<file path="src/rtl/srx_pkg.sv">
package srx_pkg;

    typedef enum logic {
        FRAME_PER_WORD = 1'b0,
        FRAME_STREAM   = 1'b1
    } frame_mode_e;

    typedef enum logic {
        ORDER_LSB = 1'b0,
        ORDER_MSB = 1'b1
    } bit_order_e;

    localparam int unsigned SRX_WORD_W = 8;
    localparam int unsigned SRX_DEPTH  = 16;
    localparam int unsigned SRX_WM_W   = 4;

endpackage

</file>
<file path="src/rtl/srx_deser.sv">
module srx_deser
    import srx_pkg::*;
#(
    parameter int unsigned WORD_W = SRX_WORD_W
) (
    input  logic              clk,
    input  logic              rst,
    input  frame_mode_e       mode,
    input  bit_order_e        order,
    input  logic              fsync,
    input  logic              sdata,
    output logic              word_vld,
    output logic [WORD_W-1:0] word_data,
    output logic              active
);
    localparam int unsigned CNT_W = $clog2(WORD_W);
    localparam logic [CNT_W-1:0] LAST_IDX = CNT_W'(WORD_W - 1);

    logic [CNT_W-1:0]  cnt;
    logic [WORD_W-1:0] shreg;
    logic [WORD_W-1:0] shifted;
    logic              start_now;
    logic              take;
    logic [CNT_W-1:0]  bit_idx;
    logic              last;

    // A sync opens a word in per-word framing at any time; in stream
    // framing only while no word is running.
    assign start_now = fsync && (mode == FRAME_PER_WORD || !active);
    assign take      = start_now || active;
    assign bit_idx   = start_now ? '0 : cnt;
    assign last      = take && (bit_idx == LAST_IDX);

    always_comb begin
        if (order == ORDER_LSB) shifted = {sdata, shreg[WORD_W-1:1]};
        else                    shifted = {shreg[WORD_W-2:0], sdata};
    end

    always_ff @(posedge clk) begin
        if (rst) begin
            active <= 1'b0;
            cnt    <= '0;
        end else if (take) begin
            shreg <= shifted;
            if (last) begin
                cnt    <= '0;
                active <= (mode == FRAME_STREAM);
            end else begin
                cnt    <= bit_idx + 1'b1;
                active <= 1'b1;
            end
        end
    end

    assign word_vld  = last && !rst;
    assign word_data = shifted;

endmodule

</file>
<file path="src/rtl/srx_fifo.sv">
module srx_fifo #(
    parameter int unsigned WIDTH = 8,
    parameter int unsigned DEPTH = 16
) (
    input  logic                       clk,
    input  logic                       rst,
    input  logic                       push,
    input  logic [WIDTH-1:0]           push_data,
    input  logic                       pop,
    output logic [WIDTH-1:0]           head,
    output logic [$clog2(DEPTH+1)-1:0] count,
    output logic                       lost
);
    localparam int unsigned AW = $clog2(DEPTH);
    localparam int unsigned LW = $clog2(DEPTH + 1);

    logic [WIDTH-1:0] mem [DEPTH];
    logic [AW-1:0]    wr_ptr;
    logic [AW-1:0]    rd_ptr;
    logic             full;
    logic             pop_ok;
    logic             push_ok;

    function automatic logic [AW-1:0] ptr_next(input logic [AW-1:0] p);
        return (p == AW'(DEPTH - 1)) ? '0 : p + 1'b1;
    endfunction

    assign full    = (count == LW'(DEPTH));
    assign pop_ok  = pop && (count != '0);
    assign push_ok = push && (!full || pop_ok);

    always_ff @(posedge clk) begin
        if (push_ok) mem[wr_ptr] <= push_data;
    end

    always_ff @(posedge clk) begin
        if (rst) begin
            wr_ptr <= '0;
            rd_ptr <= '0;
            count  <= '0;
            lost   <= 1'b0;
        end else begin
            if (push_ok) wr_ptr <= ptr_next(wr_ptr);
            if (pop_ok)  rd_ptr <= ptr_next(rd_ptr);
            case ({push_ok, pop_ok})
                2'b10:   count <= count + 1'b1;
                2'b01:   count <= count - 1'b1;
                default: count <= count;
            endcase
            if (push && !push_ok) lost <= 1'b1;
        end
    end

    assign head = mem[rd_ptr];

endmodule

</file>
<file path="src/rtl/srx_fifo_top.sv">
module srx_fifo_top
    import srx_pkg::*;
#(
    parameter int unsigned WORD_W = SRX_WORD_W,
    parameter int unsigned DEPTH  = SRX_DEPTH,
    parameter int unsigned WM_W   = SRX_WM_W,
    localparam int unsigned LVL_W = $clog2(DEPTH + 1)
) (
    input  logic              clk,
    input  logic              rst,
    input  logic              cfg_continuous,
    input  logic              cfg_msb_first,
    input  logic [WM_W-1:0]   cfg_watermark,
    input  logic              fsync,
    input  logic              sdata,
    input  logic              rd_en,
    output logic [WORD_W-1:0] rd_data,
    output logic [LVL_W-1:0]  level,
    output logic              ready,
    output logic              overrun
);
    frame_mode_e       mode;
    bit_order_e        order;
    logic              word_vld;
    logic [WORD_W-1:0] word_data;
    logic              eng_active;

    assign mode  = frame_mode_e'(cfg_continuous);
    assign order = bit_order_e'(cfg_msb_first);

    srx_deser #(.WORD_W(WORD_W)) u_deser (
        .clk       (clk),
        .rst       (rst),
        .mode      (mode),
        .order     (order),
        .fsync     (fsync),
        .sdata     (sdata),
        .word_vld  (word_vld),
        .word_data (word_data),
        .active    (eng_active)
    );

    srx_fifo #(.WIDTH(WORD_W), .DEPTH(DEPTH)) u_fifo (
        .clk       (clk),
        .rst       (rst),
        .push      (word_vld),
        .push_data (word_data),
        .pop       (rd_en),
        .head      (rd_data),
        .count     (level),
        .lost      (overrun)
    );

    assign ready = (level >= LVL_W'(cfg_watermark));

endmodule

</file>
<file path="config.mk">
export PLATFORM = sky130hd
export DESIGN_NAME = srx_fifo_top
export DESIGN_NICKNAME = d
export VERILOG_FILES = /design/src/rtl/srx_pkg.sv /design/src/rtl/srx_deser.sv /design/src/rtl/srx_fifo.sv /design/src/rtl/srx_fifo_top.sv
export SDC_FILE = /design/constraint.sdc
export NUM_CORES = 1
export LEC_CHECK = 0
export BUFFER_PORTS_ARGS = -buffer_cell sky130_fd_sc_hd__buf_2
export CORE_MARGIN = 2
export CORE_UTILIZATION = 47
export CTS_CLUSTER_DIAMETER = 100
export CTS_CLUSTER_SIZE = 8
export DETAILED_ROUTE_END_ITERATION = 12
export PLACE_DENSITY = 0.7
export SLEW_MARGIN = 25
export SYNTH_ARGS = -nofsm -noshare
export SYNTH_HDL_FRONTEND = slang
export SYNTH_SLANG_ARGS = --single-unit
</file>
<file path="constraint.sdc">
create_clock -name clk -period 6.5 [get_ports clk]
set_input_delay 1.3 -clock clk [delete_from_list [all_inputs] [get_ports clk]]
set_output_delay 1.3 -clock clk [all_outputs]
set_load 0.1 [all_outputs]
</file>
# Word-level counts from Yosys, hierarchy flattened
# Memories as Yosys holds them, arrays and structs flattened. A register that Yosys moved wholly into a read port is not among the register bits.
# Cells that the tools add are included.
# totals
ff_bits,26
output_inout_bits,15
mem_count,1
wordCells,49
ram_bits,128
# classes
bitwise,2
reduce_logical,16
eq_ne,6
mux,11
addsub,5
order_cmp,1
# memory_table
memory,words,word_bits,rd,rd_clocked_by_memory_dff,wr,line,text
u_fifo.mem,16,8,1,1,1,srx_fifo.sv:17,logic [WIDTH-1:0] mem [DEPTH];
# ops
op,count
$mux W4,4
$pmux W5 S2,1
$add A4 B1 Y4 const B,2
$eq A4 B4 Y1 const B,2
$mux W8,1
$logic_and A1 B1 Y1,6
$mux W3,2
$add A5 B1 Y5 const B,1
$eq A5 B5 Y1 const B,1
$ge A5 B4 Y1,1
$reduce_bool A5 Y1,1
$sub A5 B1 Y5 const B,1
$logic_not A1 Y1,4
$add A3 B1 Y3 const B,1
$eq A3 B3 Y1 const B,1
$logic_or A1 B1 Y1,3
$mux W1,3
$eq A2 B1 Y1 const B,1
$eq A2 B2 Y1 const B,1
$not A1 Y1,2
$reduce_and A2 Y1,1
$reduce_bool A2 Y1,1

# Depth between registers and ports, before layout
# logic_depth
depth_word,10
mapped_depth,12
depth_no_buf,11

# By module
# From an unflattened synthesis, not the netlist that was laid out.
# unflattened
hier_cells,390
area_unflattened_um2,6542.5
# by_module_without_submodules
module,seq_area_each_um2,area_per_inst_um2,cells_per_inst,n_inst
srx_fifo,4204.0,5880.6,335,1
srx_deser,320.3,545.5,41,1
srx_fifo_top,0.0,116.4,14,1

# Worst setup path before layout
# No wires, ideal clock.
# synth_path
kind,input-to-output
startpoint,in cfg_watermark[0]
endpoint,out ready
cell_stages,5
slack_ns,2.553
required_ns,5.200
arrival_time_ns,2.647
n_path_buf,0
cell_sequence,ha_1 -> nand2b_1 -> a21o_1 -> a21o_1 -> a211o_1
# synth_between
elab_chain_len,1
# synth_lines
item,line,text
from (decl),srx_fifo_top.sv:13,"input logic [WM_W-1:0] cfg_watermark,"
$ge A5 B4 Y1,srx_fifo_top.sv:54,assign ready = (level >= LVL_W'(cfg_watermark));
to (decl),srx_fifo_top.sv:19,"output logic ready,"
# No other way between the ends.

==> impl_metrics.csv <==
group,metric,value,unit
yosys,synth.cell_area,6620,µm²
die,ios,26,
detailed_routing,drtAntennaViolNets,0,
clocking,insertion_delay,0.42,ns
pwr,p_comb_share,18.4,%
yosys,synth.net_count,388,
run,drv_cap,0,
placement,gp_congestion,0.826,
clocking,numCtsBuffers,17,
yosys,synth_top_cell_area_share,61.7,%
finish,syn_to_final_growth,12.4,%
grt,grt_pass1_wl,20.0,mm
critical_path,endpoint_kind,"output pin",
detailed_routing,vias,3308,
pwr,vdd_drop_max,203,µV
detailed_routing,drtIter0Drc,396,
worst_hold_path,hp-class,"reg2reg",
yosys,synth.area.top_cells,"edfxtp_1 62%, mux4_2 14%, dfxtp_1 6.7%",
pwr,p_int,1.85,mW
grt,grt_pass1_vias,3569,
clocking,clockBufferDepth,2,
clocking,root_buffer,"clkbuf_16",
placement,dp_hpwl,8.00,mm
clocking,clk_pin_slew,0.06,ns
grt,grt_usage,18.8,%
die,die_w,123,µm
sta,fmax,235,MHz
clocking,htreeDepth,4,
die,fp.dieH,123,µm
yosys,syn-mean-instance-area,18.3,µm²
die,dieArea,15000,µm²
finish,diodes,0,
placement,port_buffers,25,
grt,grt_max_degree,33,
sta,tightest_slew,0.887,ns
sta,drv_slew,0,
finish,final-seq-area,4530,µm²
critical_path,path_class,"reg2out",
critical_path,cp.arrival,2.96,ns
pwr,finalPower,2.55,mW
yosys,synth_ff_type,"edfxtp_1",
pwr,cellLeakagePower,2.45,nW
yosys,post_synth_inst_count,362,
yosys,yosysTopAreaCell,"edfxtp_1",
clocking,cts.sinks,158,
critical_path,startpoint_type,"flip-flop",
die,num_rows,43,
placement,placed_cells,553,
detailed_routing,via_per_inst,5.67,
clocking,cts_tree,"done",
sta,slew_headroom,40.5,%
detailed_routing,drc,0,
sta,finalSetupViolCount,0,
finish,final_layout_size_suffix_gt1_share,29.5,%
sta,post-route-period-util,65.6,%
sta,hold_viol,0,
finish,final_nets,418,
pwr,clock_power_share,35.8,%
sta,setup_slack,2.24,ns
sta,rsz0062_at_grt,"false",
sta,tns,0,ns
critical_path,crit_path_max_fanout,19,
detailed_routing,routed_wl,12.6,mm
yosys,synth_edf_count,136,
yosys,synthArstFlopShare,0,%
placement,dpl_worst_slack,2.27,ns
grt,antenna_found_initial,0,
finish,multiInputGateArea,1950,µm²
detailed_routing,firstDrtPassIters,4,
finish,fillers,1062,
clocking,post-cts-setup-buffers,0,
critical_path,cp.required,5.20,ns
outcome,status,"completed",
finish,stdcell_count,583,
pwr,powerDensity,343,nW/µm²
clocking,cts.hold.buffers_added,0,
yosys,synthDistinctLibCells,55,
detailed_routing,routedWlPerCell,21.6,µm
pwr,p_switching,0.701,mW
clocking,cts_resized,0,
pwr,pwr-share-seq,45.8,%
die,core_area,13800,µm²
sta,skew,0.00861,ns
yosys,ys_seq_area_share,68.4,%
finish,final_util,53.8,%
grt,grt-ovfl-total,0,
yosys,yosysWarnings,0,
die,start_util,47.9,%
yosys,synth-seq-cells,158,
pwr,p_sw_share,27.5,%
sta,period_minus_slack,4.26,ns
[kinds of logic (layout without fill, tap and decap cells)]
kind of cell	Yosys count	count (layout)	share of synthesized area (%)
XOR/XNOR	3	3	0.397
AND/OR/NAND/NOR	62	62	5.33
adder cells (fa/ha/maj)	15	15	2.95
buffers and inverters	33	74	2.42
flip-flops	158	158	68.4
multiplexers	52	52	15.7
AO/OA/AOI/OAI	39	39	4.82
[synth_stat cells (all sizes together) (4+ instances only)]
cell type  number
a21oi          12
and2           10
buf            12
clkbuf          5
dfxtp          22
edfxtp        136
ha             14
inv            16
mux2           10
mux4           40
nand2          11
nor2           17
nor3b           4
o21ai           5
[worst max-delay path: stages (launching register included)]
cell     delay (ns)
dfxtp_2        0.68
buf_4          0.46
mux4_2         0.57
mux4_2         0.50
buf_2          0.31
[path summary, 6_finish.rpt]
check                                      end  slack, ns                        start  cells after the start
setup / recovery                    rd_data[6]       2.24                    flip-flop                      4
hold / removal        u_fifo.lost$_SDFFE_PP0P_       0.48     u_fifo.lost$_SDFFE_PP0P_                      2
setup reg to reg  u_fifo.count[4]$_SDFFE_PP0P_       3.37  u_deser.active$_SDFFE_PP0N_                     11
hold reg to reg       u_fifo.lost$_SDFFE_PP0P_       0.48     u_fifo.lost$_SDFFE_PP0P_                      2
[placed cells by master, fill, tap and decap left out, drive strengths merged, types with 3 or more instances in the layout]
cell type    n
edfxtp     136
mux4        40
buf         28
dfxtp       22
clkbuf      19
nor2        17
inv         16
ha          14
a21oi       12
nand2       11
and2        10
mux2        10
clkinv       8
o21ai        5
nor3b        4
nand3        3
and4         3
nor2b        3
a21o         3
[metrics by stage]
stage,cell area (µm²),hold slack [ns]
floorplan,6620,0.449
global placement,6900,0.452
detailed placement,6900,0.462
CTS,7440,0.487
global route,7440,0.517
finish,7440,0.480
[power groups by stage]
stage / Sequential [mW] / Clock [mW] / Combinational (mW)
3_5_place_dp: 1.19 / 0 / 0.475
3_3_place_gp: 1.19 / 0 / 0.469
2_1_floorplan: 1.20 / 0 / 0.387
5_1_grt: 1.17 / 0.972 / 0.501
4_1_cts: 1.17 / 0.924 / 0.475
6_report: 1.17 / 0.913 / 0.469
[routing by layer]
metal  wire length, µm  GRT usage (%)  up-vias
met2              6560           30.8       92
met5                 0              0        -
li1                  -              -     1505
met3               779           6.18       17
met4               194           7.04        0
met1              5040           23.3     1694
[state kept, by name, summed over array words and instances, names as in the netlist, named ones only]
name and count:
u_deser.cnt 3, u_deser.shreg 8, u_fifo.rd_ptr 4, u_deser.active 1, u_fifo.lost 1, u_fifo.wr_ptr 4, u_fifo.count 5, u_fifo.mem 128
[final cells by class]
type                       count  area share, %
sequential                   158           60.8
tap                          180           3.03
clock buffer                  19           5.82
multi-input combinational    171           26.2
inverter                      16          0.807
timing repair buffer          28           1.98
clock inverter                11           1.36
Power figures use the tool's default switching activity.
